**src/rtl/qry_lane_pkg.sv**
```systemverilog
package qry_lane_pkg;

  localparam int unsigned BUS_BYTES = 4;

  typedef enum logic [1:0] {
    ID_NONE = 2'd0,
    ID_MFR  = 2'd1,
    ID_DEV  = 2'd2
  } id_sel_e;

  // log2 of a width restricted to 1, 2 or 4 bytes
  function automatic int unsigned width_log2(int unsigned w);
    return (w >= 4) ? 2 : ((w >= 2) ? 1 : 0);
  endfunction

  // index shift for one strapping
  function automatic int unsigned index_shift(int unsigned bank_w, int unsigned dev_w,
                                              int unsigned max_w);
    return width_log2(bank_w) + width_log2(max_w) - width_log2(dev_w);
  endfunction

  // fixed query table content
  function automatic logic [7:0] qry_table_byte(logic [31:0] idx);
    case (idx)
      32'h10:  return 8'h51;
      32'h11:  return 8'h52;
      32'h12:  return 8'h59;
      32'h13:  return 8'h01;
      32'h15:  return 8'h31;
      32'h1B:  return 8'h45;
      32'h1C:  return 8'h55;
      32'h2C:  return 8'h01;
      32'h31:  return 8'h50;
      32'h32:  return 8'h52;
      32'h33:  return 8'h49;
      default: return 8'h00;
    endcase
  endfunction

  // byte enable mask for a read size code
  function automatic logic [BUS_BYTES*8-1:0] size_mask(logic [1:0] sz);
    case (sz)
      2'd0:    return 32'h0000_00FF;
      2'd1:    return 32'h0000_FFFF;
      default: return 32'hFFFF_FFFF;
    endcase
  endfunction

endpackage

```
**src/rtl/qry_index_xlate.sv**
```systemverilog
module qry_index_xlate
  import qry_lane_pkg::*;
#(
  parameter int unsigned ADDR_W    = 16,
  parameter int unsigned BANK_W    = 4,
  parameter int unsigned DEV_W     = 1,
  parameter int unsigned MAX_DEV_W = 2,
  parameter int unsigned TBL_LEN   = 'h52,
  parameter int unsigned SLOT      = 0
) (
  input  logic [ADDR_W-1:0] base_addr,
  output logic [ADDR_W-1:0] tbl_idx,
  output logic              idx_oob,
  output id_sel_e           id_sel
);

  localparam int unsigned      SHIFT = index_shift(BANK_W, DEV_W, MAX_DEV_W);
  localparam logic [ADDR_W-1:0] STEP = ADDR_W'(SLOT * BANK_W);

  logic [ADDR_W-1:0] slot_addr;
  logic [7:0]        idx_lo;

  assign slot_addr = base_addr + STEP;
  assign tbl_idx   = ADDR_W'(slot_addr >> SHIFT);
  assign idx_oob   = ({32'd0, tbl_idx} >= {{ADDR_W{1'b0}}, 32'(TBL_LEN)});
  assign idx_lo    = 8'(tbl_idx);

  always_comb begin
    case (idx_lo)
      8'd0:    id_sel = ID_MFR;
      8'd1:    id_sel = ID_DEV;
      default: id_sel = ID_NONE;
    endcase
  end

endmodule

```
**src/rtl/qry_bank_word.sv**
```systemverilog
module qry_bank_word
  import qry_lane_pkg::*;
#(
  parameter int unsigned ADDR_W    = 16,
  parameter int unsigned BANK_W    = 4,
  parameter int unsigned DEV_W     = 1,
  parameter int unsigned MAX_DEV_W = 2,
  parameter logic [15:0] MFR_CODE  = 16'h1C89,
  parameter logic [15:0] DEV_CODE  = 16'h4A17
) (
  input  logic [ADDR_W-1:0]   tbl_idx,
  input  logic                idx_oob,
  input  id_sel_e             id_sel,
  input  logic                id_mode,
  output logic [BANK_W*8-1:0] bank_word
);

  localparam int unsigned DW8    = DEV_W * 8;
  localparam int unsigned NDEV   = BANK_W / DEV_W;

  logic [7:0]     tbl_byte;
  logic [DW8-1:0] tbl_dev;
  logic [DW8-1:0] ident_dev;
  logic [DW8-1:0] dev_val;

  assign tbl_byte = idx_oob ? 8'h00 : qry_table_byte(32'(tbl_idx));

  generate
    if (DEV_W < MAX_DEV_W) begin : g_narrow
      if (DEV_W == 1) begin : g_x8
        // repeated byte: the x8 slot is the low byte of the repeated pattern
        assign tbl_dev = DW8'(tbl_byte);
      end else begin : g_unsup
        assign tbl_dev = '0;
      end
    end else begin : g_native
      assign tbl_dev = DW8'(tbl_byte);
    end
  endgenerate

  always_comb begin
    case (id_sel)
      ID_MFR:  ident_dev = DW8'({16'h0, MFR_CODE});
      ID_DEV:  ident_dev = DW8'({16'h0, DEV_CODE});
      default: ident_dev = '0;
    endcase
  end

  assign dev_val = id_mode ? ident_dev : tbl_dev;

  for (genvar s = 0; s < NDEV; s++) begin : g_dev_slot
    assign bank_word[s*DW8 +: DW8] = dev_val;
  end

endmodule

```
**src/rtl/qry_lane_fmt.sv**
```systemverilog
module qry_lane_fmt
  import qry_lane_pkg::*;
#(
  parameter int unsigned ADDR_W    = 16,
  parameter int unsigned BANK_W    = 4,
  parameter int unsigned DEV_W     = 1,
  parameter int unsigned MAX_DEV_W = 2,
  parameter int unsigned TBL_LEN   = 'h52,
  parameter logic [15:0] MFR_CODE  = 16'h1C89,
  parameter logic [15:0] DEV_CODE  = 16'h4A17
) (
  input  logic              clk,
  input  logic              rst_n,
  input  logic              rd_en,
  input  logic [ADDR_W-1:0] rd_addr,
  input  logic [1:0]        rd_size,
  input  logic              id_mode,
  output logic              rd_valid,
  output logic [31:0]       rd_data
);

  localparam int unsigned NSLOT = BUS_BYTES / BANK_W;
  localparam int unsigned BW8   = BANK_W * 8;

  logic [BW8-1:0]    slot_word [NSLOT];
  logic [ADDR_W-1:0] slot_idx  [NSLOT];
  logic              slot_oob  [NSLOT];
  id_sel_e           slot_sel  [NSLOT];
  logic [31:0]       assembled;
  logic [31:0]       masked;
  logic              slot0_oob;

  for (genvar k = 0; k < NSLOT; k++) begin : g_slot
    qry_index_xlate #(
      .ADDR_W(ADDR_W), .BANK_W(BANK_W), .DEV_W(DEV_W),
      .MAX_DEV_W(MAX_DEV_W), .TBL_LEN(TBL_LEN), .SLOT(k)
    ) u_xlate (
      .base_addr(rd_addr),
      .tbl_idx  (slot_idx[k]),
      .idx_oob  (slot_oob[k]),
      .id_sel   (slot_sel[k])
    );

    qry_bank_word #(
      .ADDR_W(ADDR_W), .BANK_W(BANK_W), .DEV_W(DEV_W),
      .MAX_DEV_W(MAX_DEV_W), .MFR_CODE(MFR_CODE), .DEV_CODE(DEV_CODE)
    ) u_word (
      .tbl_idx  (slot_idx[k]),
      .idx_oob  (slot_oob[k]),
      .id_sel   (slot_sel[k]),
      .id_mode  (id_mode),
      .bank_word(slot_word[k])
    );

    assign assembled[k*BW8 +: BW8] = slot_word[k];
  end

  assign slot0_oob = slot_oob[0];
  assign masked    = assembled & size_mask(rd_size);

  always_ff @(posedge clk or negedge rst_n) begin
    if (!rst_n) begin
      rd_valid <= 1'b0;
      rd_data  <= '0;
    end else begin
      rd_valid <= rd_en;
      if (rd_en) rd_data <= masked;
    end
  end

endmodule

```
**config.mk**
```make
export PLATFORM = sky130hd
export DESIGN_NAME = qry_lane_fmt
export DESIGN_NICKNAME = d
export VERILOG_FILES = /design/src/rtl/qry_lane_pkg.sv /design/src/rtl/qry_index_xlate.sv /design/src/rtl/qry_bank_word.sv /design/src/rtl/qry_lane_fmt.sv
export SDC_FILE = /design/constraint.sdc
export NUM_CORES = 1
export LEC_CHECK = 0
export BUFFER_PORTS_ARGS = -buffer_cell sky130_fd_sc_hd__buf_2
export CAP_MARGIN = 20
export CORE_MARGIN = 5
export CORE_UTILIZATION = 25
export CTS_CLUSTER_SIZE = 24
export DETAILED_ROUTE_END_ITERATION = 7
export PLACE_DENSITY = 0.53
export SYNTH_ARGS = -nofsm -noshare
export SYNTH_HDL_FRONTEND = slang
export SYNTH_HIERARCHICAL = 1
export SYNTH_SLANG_ARGS = --single-unit
```
**constraint.sdc**
```tcl
create_clock -name clk -period 0.8 [get_ports clk]
set_input_delay 0.16 -clock clk [delete_from_list [all_inputs] [get_ports clk]]
set_output_delay 0.16 -clock clk [all_outputs]
set_load 0.01 [all_outputs]
```
* Yosys cells after proc, flatten, opt, wreduce, memory -nomap -nowiden
Cells that the tools add are included.
W data, S select, Z words.
** Storage, ports and cells
- Flip-flop bits (word level) :: 33
- Input port bits :: 22
- Output and inout port bits :: 33
** Operators by class
- $lt $le $gt $ge :: 1
- Equal/unequal tests :: 15
- Mux-type cells :: 6
- Bitwise gates (word level) :: 1
- Reductions and logical operators :: 4
** Operator list (number)
- $eq A13 B5 Y1 const B :: 7
- $pmux W32 S2 :: 1
- $pmux W7 S9 :: 1
- $eq A13 B6 Y1 const B :: 4
- $and A32 B32 Y32 :: 1
- $pmux W8 S2 :: 1
- $ge A13 B7 Y1 const B :: 1
- $eq A8 B1 Y1 const B :: 1
- $logic_not A8 Y1 :: 1
- $mux W8 :: 1
- $mux W7 :: 1
- $eq A2 B1 Y1 const B :: 2
- $pmux W2 S2 :: 1
- $reduce_or A2 Y1 :: 2
- $eq A2 B2 Y1 const B :: 1
- $logic_not A2 Y1 :: 1

* Logic depth before layout (Yosys ltp)
- Word-level depth :: 6
- Mapped depth :: 10
- Gate-level depth less buffers :: 9

* Hierarchy
Netlist, hierarchy kept.
** By module, submodules not included
- qry_lane_fmt :: times used 1, cells an instance 122, area an instance 1386.3 sq um, seq. area each 825.8 sq um
- qry_bank_word :: times used 1, cells an instance 81, area an instance 559.3 sq um, seq. area each 0.0 sq um
- qry_index_xlate :: times used 1, cells an instance 27, area an instance 183.9 sq um, seq. area each 0.0 sq um

* Worst setup path after synthesis
No wires, ideal clock.
- Kind :: input to register
- Start :: in rd_addr[4]
- End :: reg rd_data[21]
- Library setup time :: 0.083 ns
- Arrival :: 1.720 ns
- Data required time :: 0.717 ns
- Slack :: -1.002 ns
- Cell stages on the path :: 10
- Buffers on the path :: 1
- Cells stage by stage :: o31a_1 o21ai_1 nand3_1 nor4_1 and3_1 nand3b_2 nor4b_2 buf_4 nand3_1 o21ai_0
** On the way
- Elaborated cells between the ends (all ways) :: 18
- Classes of those cells :: order compare (1); eq/ne (11); mux (3); bitwise (1); reduce/logical (2)
** RTL lines
- start, declared :: RTL line qry_lane_fmt.sv:15 : input logic [ADDR_W-1:0] rd_addr,
- $ge A13 B7 Y1 :: RTL line qry_index_xlate.sv:25 : assign idx_oob = ({32'd0, tbl_idx} >= {{ADDR_W{1'b0}}, 32'(TBL_LEN)});
- net slot0_oob :: RTL line qry_lane_fmt.sv:31 : logic slot0_oob;
- $mux W7 :: RTL line qry_bank_word.sv:26 : assign tbl_byte = idx_oob ? 8'h00 : qry_table_byte(32'(tbl_idx));
- $mux W8 :: RTL line qry_bank_word.sv:49 : assign dev_val = id_mode ? ident_dev : tbl_dev;
- net assembled[5] :: RTL line qry_lane_fmt.sv:29 : logic [31:0] assembled;
- $and A32 B32 Y32 :: RTL line qry_lane_fmt.sv:59 : assign masked = assembled & size_mask(rd_size);
- end signal, assigned :: RTL line qry_lane_fmt.sv:67 : if (rd_en) rd_data <= masked;
- end, declared :: RTL line qry_lane_fmt.sv:19 : output logic [31:0] rd_data
The timed path passes the listed nets, and every way through them passes these cells.
A chain may end at the register's enable or synchronous reset.

* Worst setup path after layout
- Start :: in rd_addr[4]
- End :: reg rd_data[24]
Same word-level chain as after synthesis.

==> results_dict.tcl <==
set metrics [dict create \
    drive_gt1_frac 0.5467 \
    drc 0 \
    fmax_ghz 0.5858 \
    die-area_sq_um 10460 \
    drt-initial-drc-count 53 \
    numCtsBuffers 5 \
    antennaDiodeCount 0 \
    synth_edf_count 0 \
    wl_mm 5.153 \
    clockBufferDepth 2 \
    vias_per_cell 4.289 \
    path_class "input port to flop" \
    antenna_found_initial 0 \
    cts_tree "yes" \
    grt_first_pass_wirelength_mm 8.045 \
    post-route-cell-area_sq_um 3053 \
    rows 33 \
    netlist_instances 230 \
    port_buffers 51 \
    worstHoldEndpoint "rd_valid" \
    p_leak_nw 1.442 \
    ff2ff_path_depth 2 \
    cap_viol_max_count 0 \
    worst_hold_startpoint "rd_en" \
    wl_per_cell_um 12.72 \
    dp_slack_ns -1.327 \
    seq_area_frac_synth 0.3878 \
    cts.clk_slew.worst_paths_ns 0.07 \
    place_area_sq_um 2554 \
    r2r-start "rd_data[7]" \
    grt_max_degree 34 \
    finClkSkew_ns 0 \
    p_sw_frac 0.2226 \
    power_frac_clock 0.458 \
    synth-warning-count 6 \
    nNetsFinal 323 \
    grtUsageTotal 0.09911 \
    period_share 2.134 \
    coreArea_sq_um 8258 \
    netlist.area_leader.share 0.3878 \
    ys_ff_latch 33 \
    hp-class "input port to flop" \
    holdPathStages 2 \
    dp_hpwl_mm 3.836 \
    dpl.cell_count 374 \
    yosys.area.top_type "dfrtp_1" \
    cts-root-buf "clkbuf_8" \
    start_kind "input port" \
    required_ns 1.01 \
    drtPass1Iterations 4 \
    fin_tns_setup_ns -29.52 \
    outcome "complete, but fails checks" \
    p_per_area_nw_per_um2 1334 \
    synth_area_sq_um 2130 \
    r2r_slack_ns -0.07 \
    worstPathArrival_ns 1.92 \
    htreeDepth 2 \
    die_width_um 102.3 \
    via_count 1737 \
    whs_ns 0.1779 \
    comb_power_share 0.131 \
    clkSinkCount 33 \
    cp-end-kind "flop" \
    async_reset_ff_frac 1.000 \
    setup_viol 65 \
    power.switching_uw 906.5 \
    synth.avg_cell_area_sq_um 9.259 \
    maxSlewViolCount 0 \
    reg2reg_to "rd_data[7]" \
    seqPwrFrac 0.411 \
    io-pin-count 55 \
    initial_core_util 0.2579 \
    p_int_mw 3.166 \
    violations "setup timing" \
    rsz0062_at_grt "true" \
    synthTopCellsByArea "dfrtp_1 39%, buf_4 15%, inv_1 4.9%" \
    finalHoldViolations 0 \
    ir_drop_uv 578.7 \
    finalCriticalPeriod_ns 1.707 \
    die_height_um 102.3 \
    worst_slack_ns -0.9071 \
    grt_pass1_vias 1657 \
    synth.distinct_cells 41 \
    crit_fanout 4 \
    fin_util 0.3697 \
    synth_flop_cell "dfrtp_1" \
    final_cells 405 \
    ant_nets 0 \
    clk_latency_ns 0.29 \
    place_congestion 0.8080 \
    grt-ovfl-total 0 \
    syn_to_final_growth_pct 43.36 \
    total_power_mw 4.072 \
]
how the worst max path moves through the flow:
| stage | start | cells after the start | endpoint |
|---|---|---|---|
| CTS | rd_addr[4] | 11 | rd_data[16] |
| detailed placement | rd_addr[4] | 10 | rd_data[21] |
| floorplan | rd_addr[4] | 10 | rd_data[16] |
| global route | rd_addr[4] | 11 | rd_data[21] |
| global placement | rd_addr[4] | 9 | rd_data[5] |
| finish | rd_addr[4] | 11 | rd_data[24] |
cell usage after synthesis (2+ instances only):
library cell	count
a21o_1	2
a21oi_1	5
and3_1	2
buf_2	2
buf_4	43
buf_6	5
dfrtp_1	33
ha_1	2
inv_1	28
mux2_2	8
nand2_1	15
nand2b_1	2
nand3_1	18
nor2_1	8
nor3b_1	3
nor4_1	3
o21ai_0	15
o21ai_1	5
o22ai_2	8
or4_1	2
metal layers:
| metal | GRT usage | up-vias | routed length [um] |
|---|---|---|---|
| li1 | - | 871 | - |
| met3 | 0.03345 | 5 | 354 |
| met4 | 0.03330 | 0 | 78 |
| met1 | 0.1284 | 819 | 2346 |
| met5 | 0 | - | 0 |
| met2 | 0.1549 | 42 | 2374 |
power by group through the flow:
| stage | registers, mW | logic, mW | clock network [mW] |
|---|---|---|---|
| after floorplan | 1.71 | 0.283 | 0 |
| final | 1.67 | 0.533 | 1.86 |
| after global placement | 1.71 | 0.487 | 0 |
| after detailed placement | 1.71 | 0.489 | 0 |
| after CTS | 1.67 | 0.513 | 1.89 |
| after global routing | 1.67 | 0.580 | 1.96 |
logic make-up after synthesis:
kind of cell,Yosys count,share of synthesized area
mux,8,0.04230
flops,33,0.3878
compound gates,42,0.1428
other cells,1,0.001761
fa+ha+maj,2,0.01175
simple gates,65,0.1774
xor+xnor,1,0.004114
buf+inv,78,0.2321
cells in the final DEF (no fill, tap or decap), types with 2 or more instances in the layout:
master,netlist,final
inv_1,28,28
nand2b_1,2,2
nor2_4,1,2
conb_1,1,3
a21oi_1,5,4
nor3b_1,3,3
buf_6,5,19
dfrtp_1,33,33
o21ai_2,0,2
o22ai_2,8,8
clkbuf_8,0,5
nand3_2,0,6
o221ai_2,1,2
nor4_1,3,3
a21o_1,2,2
buf_4,43,46
o21ai_1,5,11
nand2_1,15,10
nand2_2,0,5
o21ai_0,15,6
nor2_1,8,6
bufinv_16,0,2
buf_12,0,7
mux2_4,0,2
nand3_1,18,12
buf_2,2,37
nor4_4,1,2
mux2_2,8,6
cell type report:
cell class                      instances  area, sq um
Fill cell                             842         5205
Multi-Input combinational cell        121        962.2
Timing Repair Buffer                  110        894.6
Sequential cell                        33        825.8
Tap cell                              105        131.4
Inverter                               28        105.1
Clock buffer                            5        68.82
Clock inverter                          3        65.06
sequential cells by signal (all words and copies together) (netlist names):
signal and cells:
rd_data 32, rd_valid 1
worst max-delay path, stage by stage:
cell and delay [ns]:
buf_6 0.09, o31a_1 0.30, o21ai_2 0.13, nand3_2 0.09, or4_4 0.44, nor2_4 0.12, nand4_1 0.11, o221ai_2 0.19
buf_6 0.15, nand3_2 0.06, o21ai_1 0.07
repair_timing:
item,in CTS,in global routing
pin swaps,4,5
setup buffers,10,12
hold endpoints to repair,33,0
hold buffers,1,0
resized for setup,26,19
setup endpoints to repair,65,65
No activity file was read; power rests on OpenSTA's default activity.
